**src/rtl/sss_pkg.sv**
```systemverilog
package sss_pkg;
    localparam int SLICE_W = 16;
    localparam int NB_W    = $clog2(SLICE_W) + 1;

    typedef enum logic [1:0] {
        LANE_RSV0 = 2'd0,
        LANE_I    = 2'd1,
        LANE_RSV2 = 2'd2,
        LANE_IQ   = 2'd3
    } lane_e;
endpackage

```
**src/rtl/sss_packer.sv**
```systemverilog
module sss_packer
    import sss_pkg::*;
(
    input  logic               clk,
    input  logic               rst_n,
    input  logic               clr_i,
    input  logic               take_i,
    input  logic [1:0]         lane_i,
    input  logic [1:0]         i_bits_i,
    input  logic [1:0]         q_bits_i,
    input  logic               fifo_full_i,
    output logic               push_o,
    output logic [SLICE_W-1:0] word_o,
    output logic               ovf_o
);
    typedef struct packed {
        logic [SLICE_W-1:0] acc;
        logic [NB_W-1:0]    nbits;
        logic               ovf;
    } pk_t;

    pk_t st_d, st_q;
    logic [SLICE_W-1:0] nacc;
    logic [NB_W-1:0]    nb;
    logic               lane_ok;

    assign lane_ok = (lane_i == LANE_I) || (lane_i == LANE_IQ);

    always_comb begin
        st_d   = st_q;
        push_o = 1'b0;
        word_o = '0;
        nacc   = st_q.acc;
        nb     = st_q.nbits;
        if (clr_i) begin
            st_d = '0;
        end else if (take_i && lane_ok) begin
            if (lane_i == LANE_I) begin
                nacc = {st_q.acc[SLICE_W-3:0], i_bits_i};
                nb   = st_q.nbits + NB_W'(2);
            end else begin
                nacc = {st_q.acc[SLICE_W-5:0], i_bits_i, q_bits_i};
                nb   = st_q.nbits + NB_W'(4);
            end
            if (nb >= NB_W'(SLICE_W)) begin
                word_o     = nacc;
                push_o     = !fifo_full_i;
                st_d.ovf   = st_q.ovf | fifo_full_i;
                st_d.acc   = '0;
                st_d.nbits = '0;
            end else begin
                st_d.acc   = nacc;
                st_d.nbits = nb;
            end
        end
    end

    always_ff @(posedge clk or negedge rst_n) begin
        if (!rst_n) st_q <= '0;
        else        st_q <= st_d;
    end

    assign ovf_o = st_q.ovf;

    assert_ovf_sticky_R3: assert property (@(posedge clk) disable iff (!rst_n)
        (ovf_o && !clr_i) |=> ovf_o);

    assert_reserved_lane_R2: assert property (@(posedge clk) disable iff (!rst_n)
        (take_i && !clr_i && !lane_ok) |=> $stable(st_q.nbits));
endmodule

```
**src/rtl/sss_fifo.sv**
```systemverilog
module sss_fifo
    import sss_pkg::*;
#(
    parameter int DEPTH = 8
) (
    input  logic               clk,
    input  logic               rst_n,
    input  logic               clr_i,
    input  logic               push_i,
    input  logic [SLICE_W-1:0] data_i,
    input  logic               pop_i,
    output logic [SLICE_W-1:0] head_o,
    output logic               empty_o,
    output logic               full_o
);
    localparam int AW = (DEPTH > 1) ? $clog2(DEPTH) : 1;
    localparam int CW = $clog2(DEPTH + 1);

    typedef struct packed {
        logic [DEPTH-1:0][SLICE_W-1:0] mem;
        logic [AW-1:0]                 wp;
        logic [AW-1:0]                 rp;
        logic [CW-1:0]                 cnt;
    } ff_t;

    ff_t st_d, st_q;

    function automatic logic [AW-1:0] nxt(input logic [AW-1:0] p);
        return (p == AW'(DEPTH - 1)) ? '0 : p + AW'(1);
    endfunction

    always_comb begin
        st_d = st_q;
        if (clr_i) begin
            st_d.wp  = '0;
            st_d.rp  = '0;
            st_d.cnt = '0;
        end else begin
            if (push_i) begin
                st_d.mem[st_q.wp] = data_i;
                st_d.wp           = nxt(st_q.wp);
            end
            if (pop_i) st_d.rp = nxt(st_q.rp);
            st_d.cnt = st_q.cnt + CW'(push_i) - CW'(pop_i);
        end
    end

    always_ff @(posedge clk or negedge rst_n) begin
        if (!rst_n) st_q <= '0;
        else        st_q <= st_d;
    end

    assign head_o  = st_q.mem[st_q.rp];
    assign empty_o = (st_q.cnt == '0);
    assign full_o  = (st_q.cnt == CW'(DEPTH));

    assert_fifo_bound_R3: assert property (@(posedge clk) disable iff (!rst_n)
        st_q.cnt <= CW'(DEPTH));

    assert_no_push_full_R3: assert property (@(posedge clk) disable iff (!rst_n)
        push_i |-> !full_o);

    assert_no_pop_empty_R1: assert property (@(posedge clk) disable iff (!rst_n)
        pop_i |-> !empty_o);
endmodule

```
**src/rtl/sss_shifter.sv**
```systemverilog
module sss_shifter
    import sss_pkg::*;
#(
    parameter int FRAME_SLICES = 32
) (
    input  logic               clk,
    input  logic               rst_n,
    input  logic               clr_i,
    input  logic               bit_en_i,
    input  logic               empty_i,
    input  logic [SLICE_W-1:0] head_i,
    input  logic               stamp_en_i,
    input  logic               dsync_en_i,
    output logic               pop_o,
    output logic               sdata_o,
    output logic               dsync_o
);
    localparam int FCW = (FRAME_SLICES > 1) ? $clog2(FRAME_SLICES) : 1;
    localparam int LW  = $clog2(SLICE_W);

    typedef struct packed {
        logic [SLICE_W-1:0] sh;
        logic [LW-1:0]      left;
        logic [FCW-1:0]     slc;
        logic [15:0]        fnum;
        logic               stamped;
        logic               sdata;
        logic               dsync;
    } sh_t;

    sh_t st_d, st_q;
    logic [SLICE_W-1:0] word;

    always_comb begin
        st_d  = st_q;
        pop_o = 1'b0;
        word  = '0;
        if (clr_i) begin
            st_d = '0;
        end else if (bit_en_i) begin
            if (st_q.left != '0) begin
                st_d.sdata = st_q.sh[SLICE_W-1];
                st_d.dsync = 1'b0;
                st_d.sh    = {st_q.sh[SLICE_W-2:0], 1'b0};
                st_d.left  = st_q.left - LW'(1);
            end else if (!empty_i) begin
                if ((st_q.slc == '0) && stamp_en_i && !st_q.stamped) begin
                    word         = st_q.fnum;
                    st_d.stamped = 1'b1;
                end else begin
                    word  = head_i;
                    pop_o = 1'b1;
                    if (st_q.slc == FCW'(FRAME_SLICES - 1)) begin
                        st_d.slc     = '0;
                        st_d.fnum    = st_q.fnum + 16'd1;
                        st_d.stamped = 1'b0;
                    end else begin
                        st_d.slc = st_q.slc + FCW'(1);
                    end
                end
                st_d.sdata = word[SLICE_W-1];
                st_d.dsync = dsync_en_i;
                st_d.sh    = {word[SLICE_W-2:0], 1'b0};
                st_d.left  = LW'(SLICE_W - 1);
            end else begin
                st_d.sdata = 1'b0;
                st_d.dsync = 1'b0;
            end
        end
    end

    always_ff @(posedge clk or negedge rst_n) begin
        if (!rst_n) st_q <= '0;
        else        st_q <= st_d;
    end

    assign sdata_o = st_q.sdata;
    assign dsync_o = st_q.dsync;

    assert_dsync_first_R4: assert property (@(posedge clk) disable iff (!rst_n)
        (bit_en_i && !clr_i && (st_q.left != '0)) |=> !dsync_o);

    assert_hold_R10: assert property (@(posedge clk) disable iff (!rst_n)
        (!bit_en_i && !clr_i) |=> ($stable(sdata_o) && $stable(dsync_o)));
endmodule

```
**src/rtl/sss_tsync.sv**
```systemverilog
module sss_tsync #(
    parameter int PW = 15
) (
    input  logic          clk,
    input  logic          rst_n,
    input  logic          clr_i,
    input  logic          tick_i,
    input  logic          en_i,
    input  logic [PW-1:0] period_i,
    output logic          tsync_o
);
    typedef struct packed {
        logic [PW-1:0] cnt;
        logic          pulse;
    } ts_t;

    ts_t st_d, st_q;

    always_comb begin
        st_d       = st_q;
        st_d.pulse = 1'b0;
        if (clr_i) begin
            st_d = '0;
        end else if (tick_i) begin
            if (st_q.cnt >= period_i - PW'(1)) begin
                st_d.cnt   = '0;
                st_d.pulse = en_i;
            end else begin
                st_d.cnt = st_q.cnt + PW'(1);
            end
        end
    end

    always_ff @(posedge clk or negedge rst_n) begin
        if (!rst_n) st_q <= '0;
        else        st_q <= st_d;
    end

    assign tsync_o = st_q.pulse;

    assert_tsync_single_R6: assert property (@(posedge clk) disable iff (!rst_n)
        tsync_o |=> !tsync_o);

    assert_tsync_after_tick_R6: assert property (@(posedge clk) disable iff (!rst_n)
        tsync_o |-> $past(tick_i));
endmodule

```
**src/rtl/sample_stream_ser.sv**
```systemverilog
module sample_stream_ser
    import sss_pkg::*;
#(
    parameter int FIFO_DEPTH   = 8,
    parameter int FRAME_SLICES = 32,
    parameter int PERIOD_W     = 15
) (
    input  logic                clk,
    input  logic                rst_n,
    input  logic                smp_stb,
    input  logic [1:0]          smp_i,
    input  logic [1:0]          smp_q,
    input  logic [1:0]          lane_sel,
    input  logic                stamp_en,
    input  logic                dsync_en,
    input  logic                tsync_en,
    input  logic [PERIOD_W-1:0] tsync_period,
    input  logic                start,
    input  logic                stop,
    input  logic                srst,
    input  logic                bit_en,
    output logic                sdata,
    output logic                dsync,
    output logic                tsync,
    output logic                ovf
);
    logic active_d, active_q;
    logic take;
    logic push, pop, empty, full;
    logic [SLICE_W-1:0] push_word, head;

    always_comb begin
        active_d = active_q;
        if (srst || stop) active_d = 1'b0;
        else if (start)   active_d = 1'b1;
    end

    always_ff @(posedge clk or negedge rst_n) begin
        if (!rst_n) active_q <= 1'b0;
        else        active_q <= active_d;
    end

    assign take = smp_stb && active_q;

    sss_packer u_packer (
        .clk         (clk),
        .rst_n       (rst_n),
        .clr_i       (srst),
        .take_i      (take),
        .lane_i      (lane_sel),
        .i_bits_i    (smp_i),
        .q_bits_i    (smp_q),
        .fifo_full_i (full),
        .push_o      (push),
        .word_o      (push_word),
        .ovf_o       (ovf)
    );

    sss_fifo #(.DEPTH(FIFO_DEPTH)) u_fifo (
        .clk     (clk),
        .rst_n   (rst_n),
        .clr_i   (srst),
        .push_i  (push),
        .data_i  (push_word),
        .pop_i   (pop),
        .head_o  (head),
        .empty_o (empty),
        .full_o  (full)
    );

    sss_shifter #(.FRAME_SLICES(FRAME_SLICES)) u_shifter (
        .clk        (clk),
        .rst_n      (rst_n),
        .clr_i      (srst),
        .bit_en_i   (bit_en),
        .empty_i    (empty),
        .head_i     (head),
        .stamp_en_i (stamp_en),
        .dsync_en_i (dsync_en),
        .pop_o      (pop),
        .sdata_o    (sdata),
        .dsync_o    (dsync)
    );

    sss_tsync #(.PW(PERIOD_W)) u_tsync (
        .clk      (clk),
        .rst_n    (rst_n),
        .clr_i    (srst),
        .tick_i   (take),
        .en_i     (tsync_en),
        .period_i (tsync_period),
        .tsync_o  (tsync)
    );

    assert_srst_quiet_R8: assert property (@(posedge clk) disable iff (!rst_n)
        srst |=> (!sdata && !dsync && !tsync && !ovf));

    assert_idle_no_tsync_R7: assert property (@(posedge clk) disable iff (!rst_n)
        (!active_q) |=> !tsync);
endmodule

```
**config.mk**
```make
export PLATFORM = sky130hd
export DESIGN_NAME = sample_stream_ser
export DESIGN_NICKNAME = d
export VERILOG_FILES = /design/src/rtl/sss_pkg.sv /design/src/rtl/sss_packer.sv /design/src/rtl/sss_fifo.sv /design/src/rtl/sss_shifter.sv /design/src/rtl/sss_tsync.sv /design/src/rtl/sample_stream_ser.sv
export SDC_FILE = /design/constraint.sdc
export NUM_CORES = 1
export LEC_CHECK = 0
export BUFFER_PORTS_ARGS = -buffer_cell sky130_fd_sc_hd__buf_2
export CORE_ASPECT_RATIO = 1.2
export CORE_MARGIN = 10
export CORE_UTILIZATION = 30
export DETAILED_ROUTE_END_ITERATION = 16
export PLACE_DENSITY_LB_ADDON = 0.15
export SKIP_LAST_GASP = 1
export SLEW_MARGIN = 20
export SYNTH_ARGS = -nofsm -noshare
export SYNTH_HDL_FRONTEND = slang
export SYNTH_SLANG_ARGS = --single-unit
```
**constraint.sdc**
```tcl
create_clock -name clk -period 3.4 [get_ports clk]
set_input_delay 0.68 -clock clk [delete_from_list [all_inputs] [get_ports clk]]
set_output_delay 0.68 -clock clk [all_outputs]
set_load 0.05 [all_outputs]
```
# Word level (Yosys, flattened, before mapping)
# Index checks and enable logic that the tools add are counted.
dict set report word_totals {
  ff_bits 219
  input_bits 31
  output_inout_bits 4
}
dict set report classes {
  addsub 11
  order_cmp 5
  eq_ne 10
  mux 47
  bitwise 2
  reduce_logical 27
}
# operator count
set ops {}
lappend ops {{16-bit two-way mux} 9}
lappend ops {{128-bit bitwise mux} 1}
lappend ops {{44-bit two-way mux} 2}
lappend ops {{20-bit two-way mux} 3}
lappend ops {{16-bit binary-select mux with 3-bit select} 1}
lappend ops {{16-bit demux with 3-bit select} 1}
lappend ops {{42-bit two-way mux} 1}
lappend ops {{22-bit two-way mux} 1}
lappend ops {{21-bit two-way mux} 1}
lappend ops {{5-bit two-way mux} 4}
lappend ops {{19-bit two-way mux} 1}
lappend ops {{17-bit two-way mux} 1}
lappend ops {{16-bit by 1-bit adder with 16-bit output, second input constant} 1}
lappend ops {{2-bit nonzero test} 8}
lappend ops {{15-bit by 1-bit adder with 15-bit output, second input constant} 1}
lappend ops {{15-bit >= comparator} 1}
lappend ops {{15-bit two-way mux} 1}
lappend ops {{15-bit by 1-bit subtractor with 15-bit output, second input constant} 1}
lappend ops {{1-bit two-way mux} 13}
lappend ops {{3-bit two-way mux} 4}
lappend ops {{10-bit two-way mux} 1}
lappend ops {{3-bit by 4-bit < comparator with 1-bit output, second input constant} 2}
lappend ops {{4-bit AND reduction} 2}
lappend ops {{3-bit by 1-bit adder with 3-bit output, second input constant} 2}
lappend ops {{other kinds (27)} 39}

# Longest topological paths before layout
dict set report logic_depth {
  ltp_word 12
  depth_mapped 14
}

# Cells and area by module
# A second synthesis with hierarchy kept.
dict set report hier_totals {
  cells_unflattened 928
  hier_area_um2 11502.3
}
# mod n_inst cells_per_inst area_per_inst_um2 seq_area_each_um2
set modules_own_cells {}
lappend modules_own_cells {sss_fifo 1 393 6438.7 3453.3}
lappend modules_own_cells {sss_shifter 1 249 2389.8 1076.0}
lappend modules_own_cells {sss_tsync 1 162 1438.9 400.4}
lappend modules_own_cells {sss_packer 1 120 1189.9 475.5}
lappend modules_own_cells {sample_stream_ser 1 4 45.0 25.0}

# Worst setup path before layout
# OpenSTA, ideal clock, no wires.
dict set report synth_path {
  kind {input -> register}
  start {input tsync_period[2]}
  end {register u_tsync.st_q[9] in the netlist's numbering}
  setup_time_ns 0.065
  arrival_time_ns 3.380
  setup_slack_ns -0.045
  cell_stages 12
  path_buffers 1
  cell_sequence {nor4_1 > nand3_1 > nor3_1 > xnor2_1 > ha_1 > nand4_1 > nor4_1 > a211o_1 > or3_1 > buf_2 > nor4_1 > a211o_1}
}
dict set report synth_between {
  elab_chain_cells 5
}
# element line_no
set synth_rtl {}
lappend synth_rtl {{start: declaration} sample_stream_ser.sv:17} ;# input logic [PERIOD_W-1:0] tsync_period,
lappend synth_rtl {{15-bit by 1-bit subtractor with 15-bit output} sss_tsync.sv:25} ;# if (st_q.cnt >= period_i - PW'(1)) begin
lappend synth_rtl {{15-bit >= comparator} sss_tsync.sv:25}
lappend synth_rtl {{15-bit two-way mux} sss_tsync.sv:25}
lappend synth_rtl {{16-bit two-way mux} sss_tsync.sv:24} ;# end else if (tick_i) begin
lappend synth_rtl {{16-bit two-way mux} sss_tsync.sv:22} ;# if (clr_i) begin
lappend synth_rtl {{end signal: assignment} sss_tsync.sv:36} ;# else st_q <= st_d;
lappend synth_rtl {{end: declaration} sss_tsync.sv:17} ;# ts_t st_d, st_q;
# Every way passes these cells. The select of a mux whose other input is x is not followed.
# A chain may end at the register's enable or synchronous reset.

# Worst setup path in the final report
dict set report layout_path {
  start {input tsync_period[6]}
  end {register u_tsync.st_q[8] in the netlist's numbering}
}
# Same word-level chain as after synthesis.

==> results.json <==
{
  "worstPathArrival_ns": 3.49,
  "root_buffer": "clkbuf_16",
  "rsz0062_at_grt": "false",
  "ys_types": 58,
  "ys_warn_count": 0,
  "worstSkewPairLatency_ns": 0.52,
  "antenna_cells": 0,
  "maxSlewHeadroom_pct": 53.2,
  "maxCapViolations": 0,
  "worstPathMaxFanout": 13,
  "viasPerCell": 4.99,
  "grt_usage_pct": 12.7,
  "hp-class": "primary input to asynchronous set/reset pin",
  "cp-start-kind": "primary input",
  "synth_ff_type": "dfrtp_1",
  "cts_buffer_depth": 3,
  "worst_slew_pin_slew_ns": 0.702,
  "rows": 77,
  "fin_crit_ns": 3.05,
  "synth_top_area_cell": "dfrtp_1",
  "cp.required_ns": 3.84,
  "start_util_pct": 30.4,
  "slowest_stage": "nor4_1",
  "power_leakage_nw": 5.88,
  "p_per_area_nw_per_um2": 481,
  "ant_nets": 0,
  "grt_pass1_wl_um": 46900,
  "placedCellCount": 1529,
  "wl_per_cell_um": 18.3,
  "finalNonFillerCells": 1572,
  "die_x_um": 197,
  "die_area_um2": 45700,
  "hold_viol_final": 0,
  "synthTopCellsByArea": "dfrtp_1 48%, mux2_2 16%, mux2i_1 4.3%",
  "setup_viol": 0,
  "dp_hpwl_um": 18700,
  "synth_top_area_share_pct": 48.2,
  "async_reset_ff_share_pct": 100,
  "period_share_pct": 89.7,
  "syn_area_um2": 11300,
  "fillers": 3749,
  "first_pass_iters": 4,
  "cts_sinks": 217,
  "status": "finished, final reports clean",
  "numPortBuffers": 34,
  "synth.ff_latch_count": 217,
  "cts-resized-gates": 0,
  "via_count": 7852,
  "fin_skew_ns": 0.0137,
  "cts_setup_buffers": 0,
  "antenna_found_initial": 0,
  "drive_gt1_share_pct": 27.2,
  "finalMaxSlewViolations": 0,
  "die_h_um": 232,
  "synth_fp_nets": 1084,
  "path_class": "primary input to flop",
  "top_level_ports": 35,
  "final_common_cell": "dfrtp_1",
  "grt_max_degree": 79,
  "wl_um": 28800,
  "drc": 0,
  "final_nets": 1148,
  "synth_cells": 1018,
  "cts_tree": "built",
  "area_growth_pct": 15.5,
  "gp_congestion": 0.726,
  "clkTransAtPathRegs_ns": 0.06,
  "syn_avg_cell_area_um2": 11.1,
  "synth_edf_count": 0,
  "first_iter_violations": 394,
  "multi_input_area_um2": 5500,
  "grt_remaining_overflow": 0,
  "path_cells": "buf_2 > nor4_1 > nand3_1 > nor3_1 > xnor2_1 > ha_1 > nand4_1 > nor4_1 > a211o_1 > or3_1 > buf_4 > or3_1 > o21ai_0",
  "peakVddDrop_mv": 0.386,
  "worst_path_largest_cell_delay_ns": 0.34,
  "cts.htree.levels": 1,
  "utilization_pct": 35.2,
  "fmax_mhz": 328,
  "core_um2": 37000,
  "hold_buffers": 0,
  "cts_made_buffers": 25,
  "yosysSeqAreaShare_pct": 48.2,
  "regArea_um2": 5430,
  "end_kind": "flop",
  "grt_pass1_vias": 8299,
  "mostFrequentLayoutCells": "216 x dfrtp_1, 156 x mux2_2, 91 x nor2_1, 64 x nand2_1, 59 x a21oi_1"
}
cell type report:
type                    count  share of cell area, %
clock buffers              39                   5.67
well taps                 474                   4.56
inverters                  20                  0.577
flip-flops and latches    217                   41.8
multi-input cells         729                   42.3
clock inverters             4                  0.375
repair buffers             89                   4.75
stage by stage:
stage                     hold slack (ns)  setup WS [ns]  area (µm²)  setup TNS, ns  power [mW]
after floorplan                     0.384         0.0795       11300              0        3.37
after global placement              0.463         -0.170       12200         -0.931        3.68
after detailed placement            0.475         -0.220       12200          -1.36        3.69
after CTS                           0.160          0.320       13000              0        6.36
after global routing                0.187         0.0225       13000              0        6.57
final                               0.117          0.349       13000              0        6.25
logic make-up (layout without fill, tap and decap cells):
family | after synthesis | count (layout) | synth area share (%)
and+or+nand+nor | 279 | 279 | 12.3
buffers and inverters | 72 | 152 | 2.98
DFF | 217 | 217 | 48.2
xor gates and xnor gates | 29 | 29 | 2.26
adders and majority gates | 35 | 35 | 3.95
muxes | 208 | 208 | 20.7
AOI/OAI and AO/OA | 178 | 178 | 9.69
Yosys cell counts (4+ instances only):
master	number
a2111oi_0	14
o21ai_0	49
a211o_1	4
nand4_1	11
o311ai_1	4
inv_1	20
clkbuf_1	26
a22oi_1	15
nor4_1	10
a21boi_0	14
nor3_1	16
a21oi_1	59
mux2i_1	48
and2_1	4
buf_4	5
mux2_2	156
nand3b_1	6
xnor2_1	20
buf_2	12
nor2_1	91
dfrtp_1	217
buf_1	4
and3_1	4
mux4_2	4
nand3_1	36
or3_1	12
ha_1	34
buf_6	4
a31oi_1	5
nand2_1	64
xor2_1	9
path summary, 6_finish.rpt:
kind	startpoint	endpoint	slack, ns	cells past startpoint
worst max-delay path	tsync_period[6]	u_tsync.st_q[8]	0.35	13
worst min-delay path	rst_n	u_packer.st_q[7]	0.12	1
worst max register to register	u_fifo.st_q[2]	u_fifo.st_q[2]	0.51	13
worst min register to register	u_packer.st_q[19]	u_packer.st_q[19]	0.48	2
max in group asynchronous	rst_n	u_fifo.st_q[103]	2.42	2
min in group clk	stop	active_q	0.31	2
worst max-delay path: cells and delay by family:
kind,cells,cell delay [ns]
buffers and inverters,2,0.29
XOR/XNOR,1,0.16
AND/OR/NAND/NOR,7,1.70
AO/OA/AOI/OAI,2,0.36
adder cells (fa/ha/maj),1,0.28
power breakdown:
| group | total (mW) | internal, mW | switching (mW) |
|---|---|---|---|
| clock network | 2.63 | 1.55 | 1.07 |
| logic | 0.829 | 0.312 | 0.517 |
| registers | 2.79 | 2.70 | 0.0940 |
| total | 6.25 | 4.57 | 1.68 |
state kept, by name, indices dropped and copies added, names as in the netlist:
register,count
u_shifter.sdata_o,1
u_tsync.tsync_o,1
u_shifter.dsync_o,1
u_packer.st_q,18
active_q,1
u_fifo.st_q,138
u_tsync.st_q,15
u_packer.ovf_o,1
u_shifter.st_q,41
routing by layer:
metal  GRT usage, %  up-vias  part of all wire (%)
li1               -     3811                     -
met1           15.8     3946                    45
met2           22.7       68                    50
met3           1.73       27                   2.8
met4           2.65        0                   1.4
met5              0        -                     0
No activity file was read; power rests on OpenSTA's default activity.
